--- src/rtl/mdio_mgmt_pkg.sv ---
package mdio_mgmt_pkg;
  localparam int BUS_W   = 32;
  localparam int SEL_W   = 3;
  localparam int DATA_W  = 16;
  localparam int ADDR_W  = 5;
  localparam int DIV_W   = 8;
  localparam int HALF_W  = DIV_W - 1;
  localparam int CMD_W   = 3;

  localparam logic [SEL_W-1:0] SEL_MODE = 3'd0;
  localparam logic [SEL_W-1:0] SEL_CMD  = 3'd1;
  localparam logic [SEL_W-1:0] SEL_ADDR = 3'd2;
  localparam logic [SEL_W-1:0] SEL_TXD  = 3'd3;
  localparam logic [SEL_W-1:0] SEL_RXD  = 3'd4;
  localparam logic [SEL_W-1:0] SEL_STAT = 3'd5;

  // strobe and frame parameters from control to datapath
  typedef struct packed {
    logic              start;
    logic              isRead;
    logic              noPre;
    logic [HALF_W-1:0] half;
    logic [ADDR_W-1:0] phyAd;
    logic [ADDR_W-1:0] regAd;
    logic [DATA_W-1:0] wdata;
  } launch_t;
endpackage

--- src/rtl/mdio_mgmt_ctrl.sv ---
module mdio_mgmt_ctrl
  import mdio_mgmt_pkg::*;
(
  input  logic              clk,
  input  logic              rstN,
  input  logic              busWr,
  input  logic [SEL_W-1:0]  busAddr,
  input  logic [BUS_W-1:0]  busWdata,
  output logic [BUS_W-1:0]  busRdata,
  output launch_t           launch,
  input  logic              frameDone,
  input  logic [DATA_W-1:0] rxWord,
  output logic              busy
);
  logic [HALF_W-1:0] divHiQ;
  logic              noPreQ;
  logic [CMD_W-1:0]  cmdQ;
  logic [ADDR_W-1:0] phyQ, regQ;
  logic [DATA_W-1:0] txQ, rxQ;
  logic              linkFailQ, busyQ, invalidQ, scanCurQ, readCurQ;

  logic unusedBits;
  assign unusedBits = ^{busWdata[BUS_W-1:13], busWdata[7:5]};

  logic cmdWr, hostGo, scanAgain, hostScan;
  assign cmdWr     = busWr && (busAddr == SEL_CMD);
  assign hostGo    = cmdWr && !busyQ && (busWdata[CMD_W-1:0] != '0);
  assign hostScan  = !busWdata[2] && !busWdata[1];
  assign scanAgain = frameDone && scanCurQ && cmdQ[0];

  always_comb begin
    launch.start  = hostGo || scanAgain;
    launch.isRead = scanAgain ? 1'b1 : !busWdata[2];
    launch.noPre  = noPreQ;
    launch.half   = (divHiQ == '0) ? HALF_W'(1) : divHiQ;
    launch.phyAd  = phyQ;
    launch.regAd  = regQ;
    launch.wdata  = txQ;
  end

  always_ff @(posedge clk or negedge rstN) begin
    if (!rstN) begin
      divHiQ <= '0; noPreQ <= 1'b0; cmdQ <= '0;
      phyQ <= '0; regQ <= '0; txQ <= '0; rxQ <= '0;
      linkFailQ <= 1'b0; busyQ <= 1'b0; invalidQ <= 1'b0;
      scanCurQ <= 1'b0; readCurQ <= 1'b0;
    end else begin
      if (busWr) begin
        unique case (busAddr)
          SEL_MODE: begin divHiQ <= busWdata[DIV_W-1:1]; noPreQ <= busWdata[8]; end
          SEL_CMD:  cmdQ <= busWdata[CMD_W-1:0];
          SEL_ADDR: begin phyQ <= busWdata[4:0]; regQ <= busWdata[12:8]; end
          SEL_TXD:  txQ <= busWdata[DATA_W-1:0];
          default:  ;
        endcase
      end
      if (launch.start) busyQ <= 1'b1;
      else if (frameDone) busyQ <= 1'b0;
      if (hostGo) begin
        scanCurQ <= hostScan;
        readCurQ <= !busWdata[2];
        if (hostScan) invalidQ <= 1'b1;
      end
      if (frameDone) begin
        if (readCurQ) rxQ <= rxWord;
        if (scanCurQ) begin
          linkFailQ <= !rxWord[2];
          invalidQ  <= 1'b0;
        end
      end
    end
  end

  assign busy = busyQ;

  always_comb begin
    unique case (busAddr)
      SEL_MODE: busRdata = {23'd0, noPreQ, divHiQ, 1'b0};
      SEL_CMD:  busRdata = {29'd0, cmdQ};
      SEL_ADDR: busRdata = {19'd0, regQ, 3'd0, phyQ};
      SEL_TXD:  busRdata = {16'd0, txQ};
      SEL_RXD:  busRdata = {16'd0, rxQ};
      SEL_STAT: busRdata = {29'd0, invalidQ, busyQ, linkFailQ};
      default:  busRdata = '0;
    endcase
  end
endmodule

--- src/rtl/mdio_mgmt_dp.sv ---
module mdio_mgmt_dp
  import mdio_mgmt_pkg::*;
#(
  parameter int PRE_W = 32
)(
  input  logic              clk,
  input  logic              rstN,
  input  launch_t           launch,
  input  logic              mdioIn,
  output logic              mdc,
  output logic              mdioOut,
  output logic              mdioOe,
  output logic              frameDone,
  output logic [DATA_W-1:0] rxWord
);
  localparam int TAIL_W  = 2 + DATA_W;
  localparam int FRAME_W = 4 + 2 * ADDR_W + TAIL_W;
  localparam int SR_W    = PRE_W + FRAME_W;
  localparam int CNT_W   = $clog2(SR_W + 1);

  logic [SR_W-1:0]   srQ;
  logic [CNT_W-1:0]  leftQ;
  logic [HALF_W-1:0] halfQ, phaseQ;
  logic              mdcQ, activeQ, readQ, doneQ;
  logic [DATA_W-1:0] rxQ;

  logic [FRAME_W-1:0] frameBits;
  assign frameBits = {2'b01,
                      launch.isRead ? 2'b10 : 2'b01,
                      launch.phyAd, launch.regAd,
                      launch.isRead ? 2'b11 : 2'b10,
                      launch.isRead ? {DATA_W{1'b1}} : launch.wdata};

  logic phaseEnd;
  assign phaseEnd = (phaseQ == halfQ - HALF_W'(1));

  always_ff @(posedge clk or negedge rstN) begin
    if (!rstN) begin
      srQ <= '0; leftQ <= '0; halfQ <= HALF_W'(1); phaseQ <= '0;
      mdcQ <= 1'b0; activeQ <= 1'b0; readQ <= 1'b0; doneQ <= 1'b0; rxQ <= '0;
    end else begin
      doneQ <= 1'b0;
      if (launch.start) begin
        srQ     <= launch.noPre ? {frameBits, {PRE_W{1'b0}}} : {{PRE_W{1'b1}}, frameBits};
        leftQ   <= launch.noPre ? CNT_W'(FRAME_W) : CNT_W'(SR_W);
        halfQ   <= launch.half;
        phaseQ  <= '0;
        mdcQ    <= 1'b0;
        activeQ <= 1'b1;
        readQ   <= launch.isRead;
      end else if (activeQ) begin
        if (phaseEnd) begin
          phaseQ <= '0;
          if (!mdcQ) begin
            mdcQ <= 1'b1;
            if (readQ && leftQ <= CNT_W'(DATA_W)) rxQ <= {rxQ[DATA_W-2:0], mdioIn};
          end else begin
            mdcQ  <= 1'b0;
            srQ   <= srQ << 1;
            leftQ <= leftQ - CNT_W'(1);
            if (leftQ == CNT_W'(1)) begin
              activeQ <= 1'b0;
              doneQ   <= 1'b1;
            end
          end
        end else begin
          phaseQ <= phaseQ + HALF_W'(1);
        end
      end
    end
  end

  assign mdc       = mdcQ;
  assign mdioOut   = srQ[SR_W-1];
  assign mdioOe    = activeQ && (!readQ || leftQ > CNT_W'(TAIL_W));
  assign frameDone = doneQ;
  assign rxWord    = rxQ;
endmodule

--- src/rtl/mdio_mgmt.sv ---
module mdio_mgmt
  import mdio_mgmt_pkg::*;
(
  input  logic             clk,
  input  logic             rstN,
  input  logic             busWr,
  input  logic [SEL_W-1:0] busAddr,
  input  logic [BUS_W-1:0] busWdata,
  output logic [BUS_W-1:0] busRdata,
  output logic             mdc,
  output logic             mdioOut,
  output logic             mdioOe,
  input  logic             mdioIn
);
  launch_t           launchW;
  logic              doneW, busyW;
  logic [DATA_W-1:0] rxWordW;

  mdio_mgmt_ctrl u_ctrl (
    .clk(clk), .rstN(rstN), .busWr(busWr), .busAddr(busAddr),
    .busWdata(busWdata), .busRdata(busRdata), .launch(launchW),
    .frameDone(doneW), .rxWord(rxWordW), .busy(busyW)
  );

  mdio_mgmt_dp #(.PRE_W(32)) u_dp (
    .clk(clk), .rstN(rstN), .launch(launchW), .mdioIn(mdioIn),
    .mdc(mdc), .mdioOut(mdioOut), .mdioOe(mdioOe),
    .frameDone(doneW), .rxWord(rxWordW)
  );
endmodule

--- config.mk ---
export PLATFORM = sky130hd
export DESIGN_NAME = mdio_mgmt
export DESIGN_NICKNAME = d
export VERILOG_FILES = /design/src/rtl/mdio_mgmt_pkg.sv /design/src/rtl/mdio_mgmt_ctrl.sv /design/src/rtl/mdio_mgmt_dp.sv /design/src/rtl/mdio_mgmt.sv
export SDC_FILE = /design/constraint.sdc
export NUM_CORES = 1
export LEC_CHECK = 0
export BUFFER_PORTS_ARGS = -buffer_cell sky130_fd_sc_hd__clkbuf_2
export CAP_MARGIN = 20
export CORE_AREA = 2 2 117 119
export CTS_CLUSTER_DIAMETER = 60
export DETAILED_ROUTE_END_ITERATION = 6
export DIE_AREA = 0 0 119 121
export GPL_ROUTABILITY_DRIVEN = 1
export GPL_TIMING_DRIVEN = 0
export PLACE_DENSITY_LB_ADDON = 0.2
export SLEW_MARGIN = 25
export SYNTH_ARGS = -nofsm -noshare
export SYNTH_HDL_FRONTEND = slang
export SYNTH_SLANG_ARGS = --single-unit
--- constraint.sdc ---
create_clock -name clk -period 4.13 [get_ports clk]
set_input_delay 0.413 -clock clk [delete_from_list [all_inputs] [get_ports clk]]
set_output_delay 0.413 -clock clk [all_outputs]
set_load 0.03 [all_outputs]
---- After elaboration in Yosys (flattened, before gate mapping) ----
Cells that the tools add are included.
storage, ports and cells
  output and inout port bits .............. 35
  register bits after elaboration ......... 163
  input port bits ......................... 39
  logic and storage cells ................. 105
cells by class
  reductions and logical operators ........ 31
  muxes and demuxes ....................... 39
  bitwise logic cells ..................... 2
  $add $sub $neg .......................... 3
  equality and inequality tests ........... 7
  order comparisons ....................... 2
operator list
  cell                   count
  $mux W64               5
  $pmux W16 S6           1
  $mux W7                9
  $mux W1                22
  $mux W16               1
  $reduce_and A2 Y1      7
  $sub A7 B1 Y7 const B  2
  $logic_and A1 B1 Y1    8
  $reduce_bool A2 Y1     4
  $add A7 B1 Y7 const B  1
  $eq A7 B1 Y1 const B   1
  $eq A7 B7 Y1           1
  $gt A7 B5 Y1 const B   1
  $le A7 B5 Y1 const B   1
  $logic_not A7 Y1       1
  $eq A3 B2 Y1 const B   2
  $eq A3 B3 Y1 const B   2
  $logic_not A1 Y1       5
  $reduce_and A5 Y1      1
  $eq A3 B1 Y1 const B   1
  $logic_not A3 Y1       1
  $reduce_and A3 Y1      1
  $reduce_bool A3 Y1     1
  $logic_or A1 B1 Y1     2
  other kinds (2)        3

---- Depth between registers and ports, before layout ----
Gate-level depths: netlist of run 1.
  depth in word-level cells ............... 7
  depth in mapped cells ................... 10
  depth with buffers taken out ............ 7

---- Modules after synthesis ----
From an unflattened synthesis of run 1, not the netlist that was laid out.
unflattened totals
  cells, all modules ...................... 689
  area total of the unflattened synthesis .. 7885.1 µm²
by module, submodules not included
  module          instances  sequential area each (µm²)  cells each  area each (µm²)
  mdio_mgmt_dp    1          2628.8                      460         5029.8
  mdio_mgmt_ctrl  1          1451.4                      229         2855.2

---- Least setup slack after synthesis of run 1 ----
No wires, ideal clock.
  path kind ............................... register to register
  start point ............................. reg u_dp.halfQ[0]
  end point ............................... reg u_dp.rxQ[0] (netlist: u_dp.rxWord[0])
  arrival time ............................ 2.583 ns
  required time ........................... 4.005 ns
  cell stages (with the launch flop) ...... 11
  path slack .............................. 1.422 ns
  cells stage by stage .................... dfstp_2 > inv_1 > ha_1 > or3_1 > a31oi_2 > o311a_1 > buf_6 > and3_4 > buf_6 > buf_8 > mux2_4
between the ends
  cells in the longest elaborated chain, start to end .. 3
RTL lines
  item                                line                source
  from (decl)                         mdio_mgmt_dp.sv:23  logic [HALF_W-1:0] halfQ, phaseQ;
  from (signal assigned)              mdio_mgmt_dp.sv:46  halfQ <= launch.half;
  $sub A7 B1 Y7                       mdio_mgmt_dp.sv:35  assign phaseEnd = (phaseQ == halfQ - HALF_W'(1));
  $eq A7 B7 Y1                        mdio_mgmt_dp.sv:35
  $reduce_and A5 Y1 (no source line)  --
  to (signal assigned)                mdio_mgmt_dp.sv:56  if (readQ && leftQ <= CNT_W'(DATA_W)) rxQ <= {rxQ[DATA_W-2:0], mdioIn};
  to (decl)                           mdio_mgmt_dp.sv:25  logic [DATA_W-1:0] rxQ;
Every way passes these cells.
A chain may end at the register's enable or synchronous reset.

---- Worst setup path after layout of run 1 ----
  start point ............................. reg u_dp.halfQ[0]
  end point ............................... reg u_dp.srQ[7]
between the ends
  cells in the longest elaborated chain, start to end .. 4
RTL lines
  item                                 line                source
  $sub A7 B1 Y7                        mdio_mgmt_dp.sv:35
  $eq A7 B7 Y1                         mdio_mgmt_dp.sv:35
  $reduce_bool A2 Y1 (no source line)  --
  $reduce_and A3 Y1 (no source line)   --
  to (signal assigned)                 mdio_mgmt_dp.sv:44  srQ <= launch.noPre ? {frameBits, {PRE_W{1'b0}}} : {{PRE_W{1'b1}}, frameBits};
  to (signal assigned)                 mdio_mgmt_dp.sv:59  srQ <= srQ << 1;
  to (decl)                            mdio_mgmt_dp.sv:21  logic [SR_W-1:0] srQ;
Every way passes these cells.

==> results of run 1 <==
[cell usage after synthesis, types with 6 or more instances]
library cell / instances
a31oi_1: 28
buf_4: 18
nand3b_1: 13
nor3_1: 24
clkbuf_1: 42
mux2_2: 78
mux2i_1: 13
nor3b_1: 11
inv_1: 12
and3_1: 8
or3_1: 6
nor2b_1: 6
nor2_1: 37
buf_2: 7
mux2_4: 10
dfrtp_1: 162
nand2_1: 62
a21oi_1: 28
o31ai_1: 16
nand3_1: 48
o21ai_0: 55
a211oi_1: 10
[stage by stage]
stage | worst slack [ns] | TNS (ns)
floorplan | 1.422 | 0
global placement | -0.1242 | -17.72
detailed placement | 1.049 | 0
CTS | 1.006 | 0
global route | 0.9125 | 0
finish | 0.9895 | 0
[registers in the layout, indices dropped and copies added, names as in the netlist]
name / cells
u_ctrl.busy: 1
u_ctrl.cmdQ: 3
u_ctrl.divHiQ: 7
u_ctrl.invalidQ: 1
u_ctrl.linkFailQ: 1
u_ctrl.noPreQ: 1
u_ctrl.phyQ: 5
u_ctrl.readCurQ: 1
u_ctrl.regQ: 5
u_ctrl.rxQ: 16
u_ctrl.scanCurQ: 1
u_ctrl.txQ: 16
u_dp.activeQ: 1
u_dp.frameDone: 1
u_dp.halfQ: 7
u_dp.leftQ: 7
u_dp.mdc: 1
u_dp.phaseQ: 7
u_dp.readQ: 1
u_dp.rxWord: 16
u_dp.srQ: 64
[routing by layer]
layer  wire, µm  part of all wire, %
met5          0                    0
met4        568                  2.6
met3       1452                  6.6
met2      10960                   50
met1       9088                   41
[power breakdown]
| part | total (µW) | internal [µW] | switching (µW) |
|---|---|---|---|
| Combinational | 330 | 134 | 196 |
| Clock | 1590 | 856 | 732 |
| Sequential | 1800 | 1680 | 123 |
| Total | 3720 | 2670 | 1050 |
[final cells by class]
class,instances,share of cell area [%]
Multi-Input combinational cell,554,40.80
Clock buffer,17,4.539
Tap cell,176,2.349
Buffer,75,4.098
Clock inverter,15,1.735
Sequential cell,163,43.53
Inverter,12,0.4806
Timing Repair Buffer,40,2.470
[final timing paths]
check / end / startpoint / slack (ns)
max: u_dp.srQ[7] / u_dp.halfQ[0] / 0.99
min: u_dp.srQ[63] / rstN / 0.005
max reg2reg: u_dp.srQ[7] / u_dp.halfQ[0] / 0.99
min reg2reg: u_dp.srQ[10] / u_dp.srQ[10] / 0.51
max in group asynchronous: u_ctrl.rxQ[13] / rstN / 3.29
min in group clk: u_ctrl.txQ[14] / busWdata[14] / 0.20
[worst max-delay path, stage by stage, from the launching register on]
cell      delay, ns
dfstp_2        0.63
inv_1          0.09
ha_1           0.27
or3_1          0.42
a31oi_2        0.34
o311ai_4       0.28
o21ai_4        0.36
buf_4          0.27
mux2_2         0.37
[cell families after synthesis]
family	count (synthesis)	share of synthesized area (%)
simple gates	248	15.72
compound gates	177	14.26
flops	163	49.30
mux	101	14.00
buf+inv	87	5.185
xor+xnor	7	0.7408
fa+ha+maj	5	0.7559
other cells	1	0.04531
==> impl_metrics.ini, run 1 <==
[timing]
finalMaxSlewViolations = 0
worst-slew-pin-transition_ns = 1.110
final.min_clock_period_ns = 3.140
rsz0062_at_grt = no
clock_skew_ns = 0.01088
hold_viol = 0
hold_ws_ns = 0.005490
maxSlewHeadroom_pct = 25.98
timing.fmax_mhz = 318.4
setup_viol_count_final = 0
period_share_pct = 76.04

[setup_path]
cp-start-kind = flop
cp.required_ns = 4.45
worst-setup-path-type = reg -> reg
endpoint_kind = flop
worstPathMaxFanout = 10
r2r_cells = 8
crit_arrival_ns = 3.46

[synthesis]
async_flop_share_pct = 100.0
synth_edf_count = 0
yosys.area.top_type = dfrtp_1
yosysSeqAreaShare_pct = 49.30
yosys_warnings = 0
synth_cell_type_count = 66
synth.area.top_cells = dfrtp_1 49%, mux2_2 11%, o21ai_0 3.3%
syn_avg_cell_area_um2 = 10.49
ys.flop_type = dfrtp_1
syn_inst = 789
syn_area_mm2 = 0.008277
yosys_register_bits = 163
synth_top_area_share_pct = 48.98

[route]
vias_per_cell = 6.411
drt-total-wl_mm = 22.07
via_count = 6744
dr.pass1.iters = 5
drc = 0
wire_per_inst_um = 20.98
first_iter_violations = 645
drtAntennaViolNets = 0

[placement]
postPlaceCellArea_mm2 = 0.008785
io_buffer_count = 39
hpwl_mm = 15.41
dp_cells = 1020
gp_congestion = 0.9076

[global_route]
grt_pass1_vias = 6786
grt_pass1_wl_mm = 35.42
met2_usage_pct = 52.41
grt_remaining_overflow = 0
grt_use_total_pct = 31.68
top_usage_layer = met2
grt.met1_usage_pct = 41.22
gr-usage-met3_pct = 6.767
grt_max_degree = 88
antenna_found_initial = 0

[job]
drv_cap = 0

[floorplanning]
dieWidth_um = 119
die_height_um = 121
die_area_mm2 = 0.01440
core_region_area_mm2 = 0.01309
placementRows = 42
start_util_pct = 63.25
num_io_pins = 74

[layout]
n_antenna_cell = 0
drive_above_1_share_pct = 23.40
layout_commonest_cell = dfrtp_1
nets = 907
multiInputGateArea_mm2 = 0.003824
final_area_mm2 = 0.009373
layout_common_cells = 162 x dfrtp_1, 78 x mux2_2, 62 x nand2_1, 55 x o21ai_0, 48 x nand3_1
layout.area.seq_mm2 = 0.004080
fillers = 918
utilization_pct = 71.63
area_growth_pct = 13.24
stdcell_count = 1052

[cts]
cts-root-buf = clkbuf_16
cts_made_buffers = 17
postCtsHoldBufs = 0
htree_levels = 4
post_cts_buffers = 0
clk_pin_slew_ns = 0.07
cts_tree = done
cts_sinks = 163
cts.repair.resized = 0
clockBufferDepth = 2
clk_latency_ns = 0.44

[hold_path]
min-delay-path-class = in -> async

[pwr]
vdd_drop_max_uv = 526.0
power_uw = 3717
total_leakage_power_uw = 0.003961
powerDensity_mw_per_mm2 = 396.6

[status]
status = complete, no violations
Note: power is estimated with default switching activity, not from simulation.
==> run 2: changes to the inputs <==
--- a/config.mk
+++ b/config.mk
@@ -5,12 +5,13 @@
 export SDC_FILE = /design/constraint.sdc
 export NUM_CORES = 1
 export LEC_CHECK = 0
+export ABC_AREA = 1
 export BUFFER_PORTS_ARGS = -buffer_cell sky130_fd_sc_hd__clkbuf_2
 export CAP_MARGIN = 20
-export CORE_AREA = 2 2 117 119
+export CORE_AREA = 2 2 127 129
 export CTS_CLUSTER_DIAMETER = 60
 export DETAILED_ROUTE_END_ITERATION = 6
-export DIE_AREA = 0 0 119 121
+export DIE_AREA = 0 0 129 131
 export GPL_ROUTABILITY_DRIVEN = 1
 export GPL_TIMING_DRIVEN = 0
 export PLACE_DENSITY_LB_ADDON = 0.2
==> constraint.sdc (replaced) <==
create_clock -name clk -period 2.8 [get_ports clk]
set_input_delay 0.28 -clock clk [delete_from_list [all_inputs] [get_ports clk]]
set_output_delay 0.28 -clock clk [all_outputs]
set_load 0.03 [all_outputs]
==> run 2 against run 1 <==
  * Count of clock-buffer cells in the layout did not move
  * Highest routed layer unchanged
  * Hold slack improved by 0.073 ns
  * Utilization decreased by 12 points
  * Clock power grew 45%
  * Routed wire length fell by 4.4%
  * Cell count up 32%
  * Sequential share of layout area about the same
==> impl_metrics.ini, run 2 <==
[route]
wl_met2_mm = 9.365
drc = 0
drtAntennaViolNets = 0
highest_layer = met4
dr.pass1.iters = 5
drt-total-wl_mm = 21.09
vias_per_cell = 5.176
wl_met3_mm = 1.089
via_count = 7179
first_iter_violations = 632
wl_met1_mm = 10.07
wire_per_inst_um = 15.21

[hold_path]
worstHoldStart = mdioIn
min-delay-path-class = in -> reg
min_path_cells = 3
holdPathEnd = u_dp.rxWord[0]

[placement]
post-place-ws_ns = 0.3716
io_buffer_count = 41
hpwl_mm = 15.18
gp_congestion = 0.8869

[synthesis]
syn_avg_cell_area_um2 = 7.584
yosysSeqAreaShare_pct = 49.82
synth_edf_count = 0
synthTopCellsByCount = 410 x nand2_1, 162 x dfrtp_1, 133 x o21ai_0
ys.flop_type = dfrtp_1
syn_inst = 1080
syn_area_mm2 = 0.008190
async_flop_share_pct = 100.0
synth_cell_type_count = 37
yosys_warnings = 0
yosys_register_bits = 163
post-synth-top-count-cell = nand2_1
synth.area.top_cells = dfrtp_1 49%, nand2_1 19%, o21ai_0 8.1%
synth_top_area_share_pct = 49.50
yosys.area.top_type = dfrtp_1

[timing]
fin_setup_tns_ns = 0
maxSlewHeadroom_pct = 43.25
period_share_pct = 88.62
clock_skew_ns = 0.01017
rsz0062_at_grt = no
finalMaxSlewViolations = 0
setup_viol_count_final = 0
hold_ws_ns = 0.07820
worst-slew-pin-transition_ns = 0.8448
final.setup.worst_slack_ns = 0.3185
timing.fmax_mhz = 403.0
hold_viol = 0
final.min_clock_period_ns = 2.481

[job]
drv_cap = 0

[layout]
layout.area.seq_mm2 = 0.004080
layout_commonest_cell = nand2_1
area_growth_pct = 14.42
drive_above_1_share_pct = 12.64
fillers = 1448
largest_register_ffs = 64
layout_common_cells = 410 x nand2_1, 162 x dfrtp_1, 133 x o21ai_0, 89 x nand3_1, 77 x inv_1
multiInputGateArea_mm2 = 0.003451
utilization_pct = 60.08
nets = 1202
regMostFlops = u_dp.srQ
n_antenna_cell = 0

[floorplanning]
die_height_um = 131
num_io_pins = 74
dieWidth_um = 129
core_region_area_mm2 = 0.01560
start_util_pct = 52.51
placementRows = 46
die_area_mm2 = 0.01690

[cts]
cts-root-buf = clkbuf_16
post_cts_buffers = 0
cts_made_buffers = 17
cts_tree = done
clk_latency_ns = 0.43
htree_levels = 4
cts_sinks = 163
clk_pin_slew_ns = 0.07
clockBufferDepth = 2

[pwr]
total_leakage_power_uw = 0.004851
vdd_drop_max_uv = 463.3
power_uw = 5301
powerDensity_mw_per_mm2 = 565.7

[setup_path]
worst-setup-path-type = reg -> reg
cp.required_ns = 3.16
crit_arrival_ns = 2.85
rr_startpoint = u_dp.halfQ[0]
endpoint_kind = flop
critPathLaunch = u_dp.halfQ[0]
rr_endpoint = u_dp.srQ[46]
r2r_slack_ns = 0.32
cp-start-kind = flop
worstPathMaxFanout = 10
r2r_cells = 15

[global_route]
grt_pass1_vias = 6647
grt_max_degree = 77
grt_use_total_pct = 26.52
grt_remaining_overflow = 0
grt_pass1_wl_mm = 34.58
antenna_found_initial = 0

[status]
status = complete, no violations
## run 2: per-layer routing
metal / GRT usage, % / vias up
li1: - / 3592
met4: 10.68 / 0
met3: 4.723 / 40
met1: 38.18 / 3321
met5: 0 / -
met2: 40.09 / 226
## run 2: worst max path at each step
| stage | endpoint | depth (start not counted) |
|---|---|---|
| after CTS | u_dp.srQ[46] | 15 |
| final | u_dp.srQ[46] | 15 |
| after detailed placement | u_dp.srQ[46] | 15 |
| after floorplan | u_dp.srQ[34] | 15 |
| after global placement | u_dp.srQ[42] | 1 |
| after global routing | u_dp.srQ[46] | 15 |
## run 2: kinds of logic (layout without fill, tap and decap cells)
| group | count (synthesis) | in the layout | share of synthesized area [%] |
|---|---|---|---|
| mux | 1 | 1 | 0.1375 |
| compound gates | 160 | 160 | 10.30 |
| flops | 163 | 163 | 49.82 |
| xor+xnor | 6 | 6 | 0.6416 |
| simple gates | 586 | 586 | 29.56 |
| fa+ha+maj | 5 | 5 | 0.7638 |
| buf+inv | 158 | 234 | 8.738 |
| other cells | 1 | 16 | 0.04579 |
## run 2: final cells by class
cell class,count,area share (%)
sequential,163,43.54
clock buffer,17,4.539
timing repair buffer,44,2.977
clock inverter,15,1.602
inverter,85,3.405
tap,216,2.884
multi-input combinational,774,36.82
buffer,73,4.232
## run 2: through the flow
stage / cell area [µm²] / cells
after floorplan: 8247 / 1095
after global placement: 8722 / 1352
after detailed placement: 8786 / 1354
after CTS: 9371 / 1387
after global routing: 9371 / 1387
final: 9371 / 1387
## run 2: repair_timing
item,4_1_cts,5_1_grt
setup endpoints to repair,0,0
hold buffers,1,0
resized for setup,0,0
endpoints found under the hold margin,27,0
## run 2: report_power, final
group / total (µW) / internal, µW / switching, µW
combinational: 415 / 128 / 286
sequential: 2590 / 2450 / 136
clock: 2300 / 1250 / 1050
total: 5300 / 3830 / 1470
## run 2: worst max-delay path, stage by stage (launching register included)
cell	delay, ns
dfstp_2	0.53
inv_1	0.10
ha_1	0.33
inv_1	0.06
nand2_1	0.04
nand2_1	0.07
nand2_1	0.05
nor2_1	0.09
nand3_1	0.07
nor2_1	0.13
nand2_1	0.14
nand2_2	0.17
buf_4	0.23
buf_6	0.17
nand3_1	0.12
nand2_1	0.09
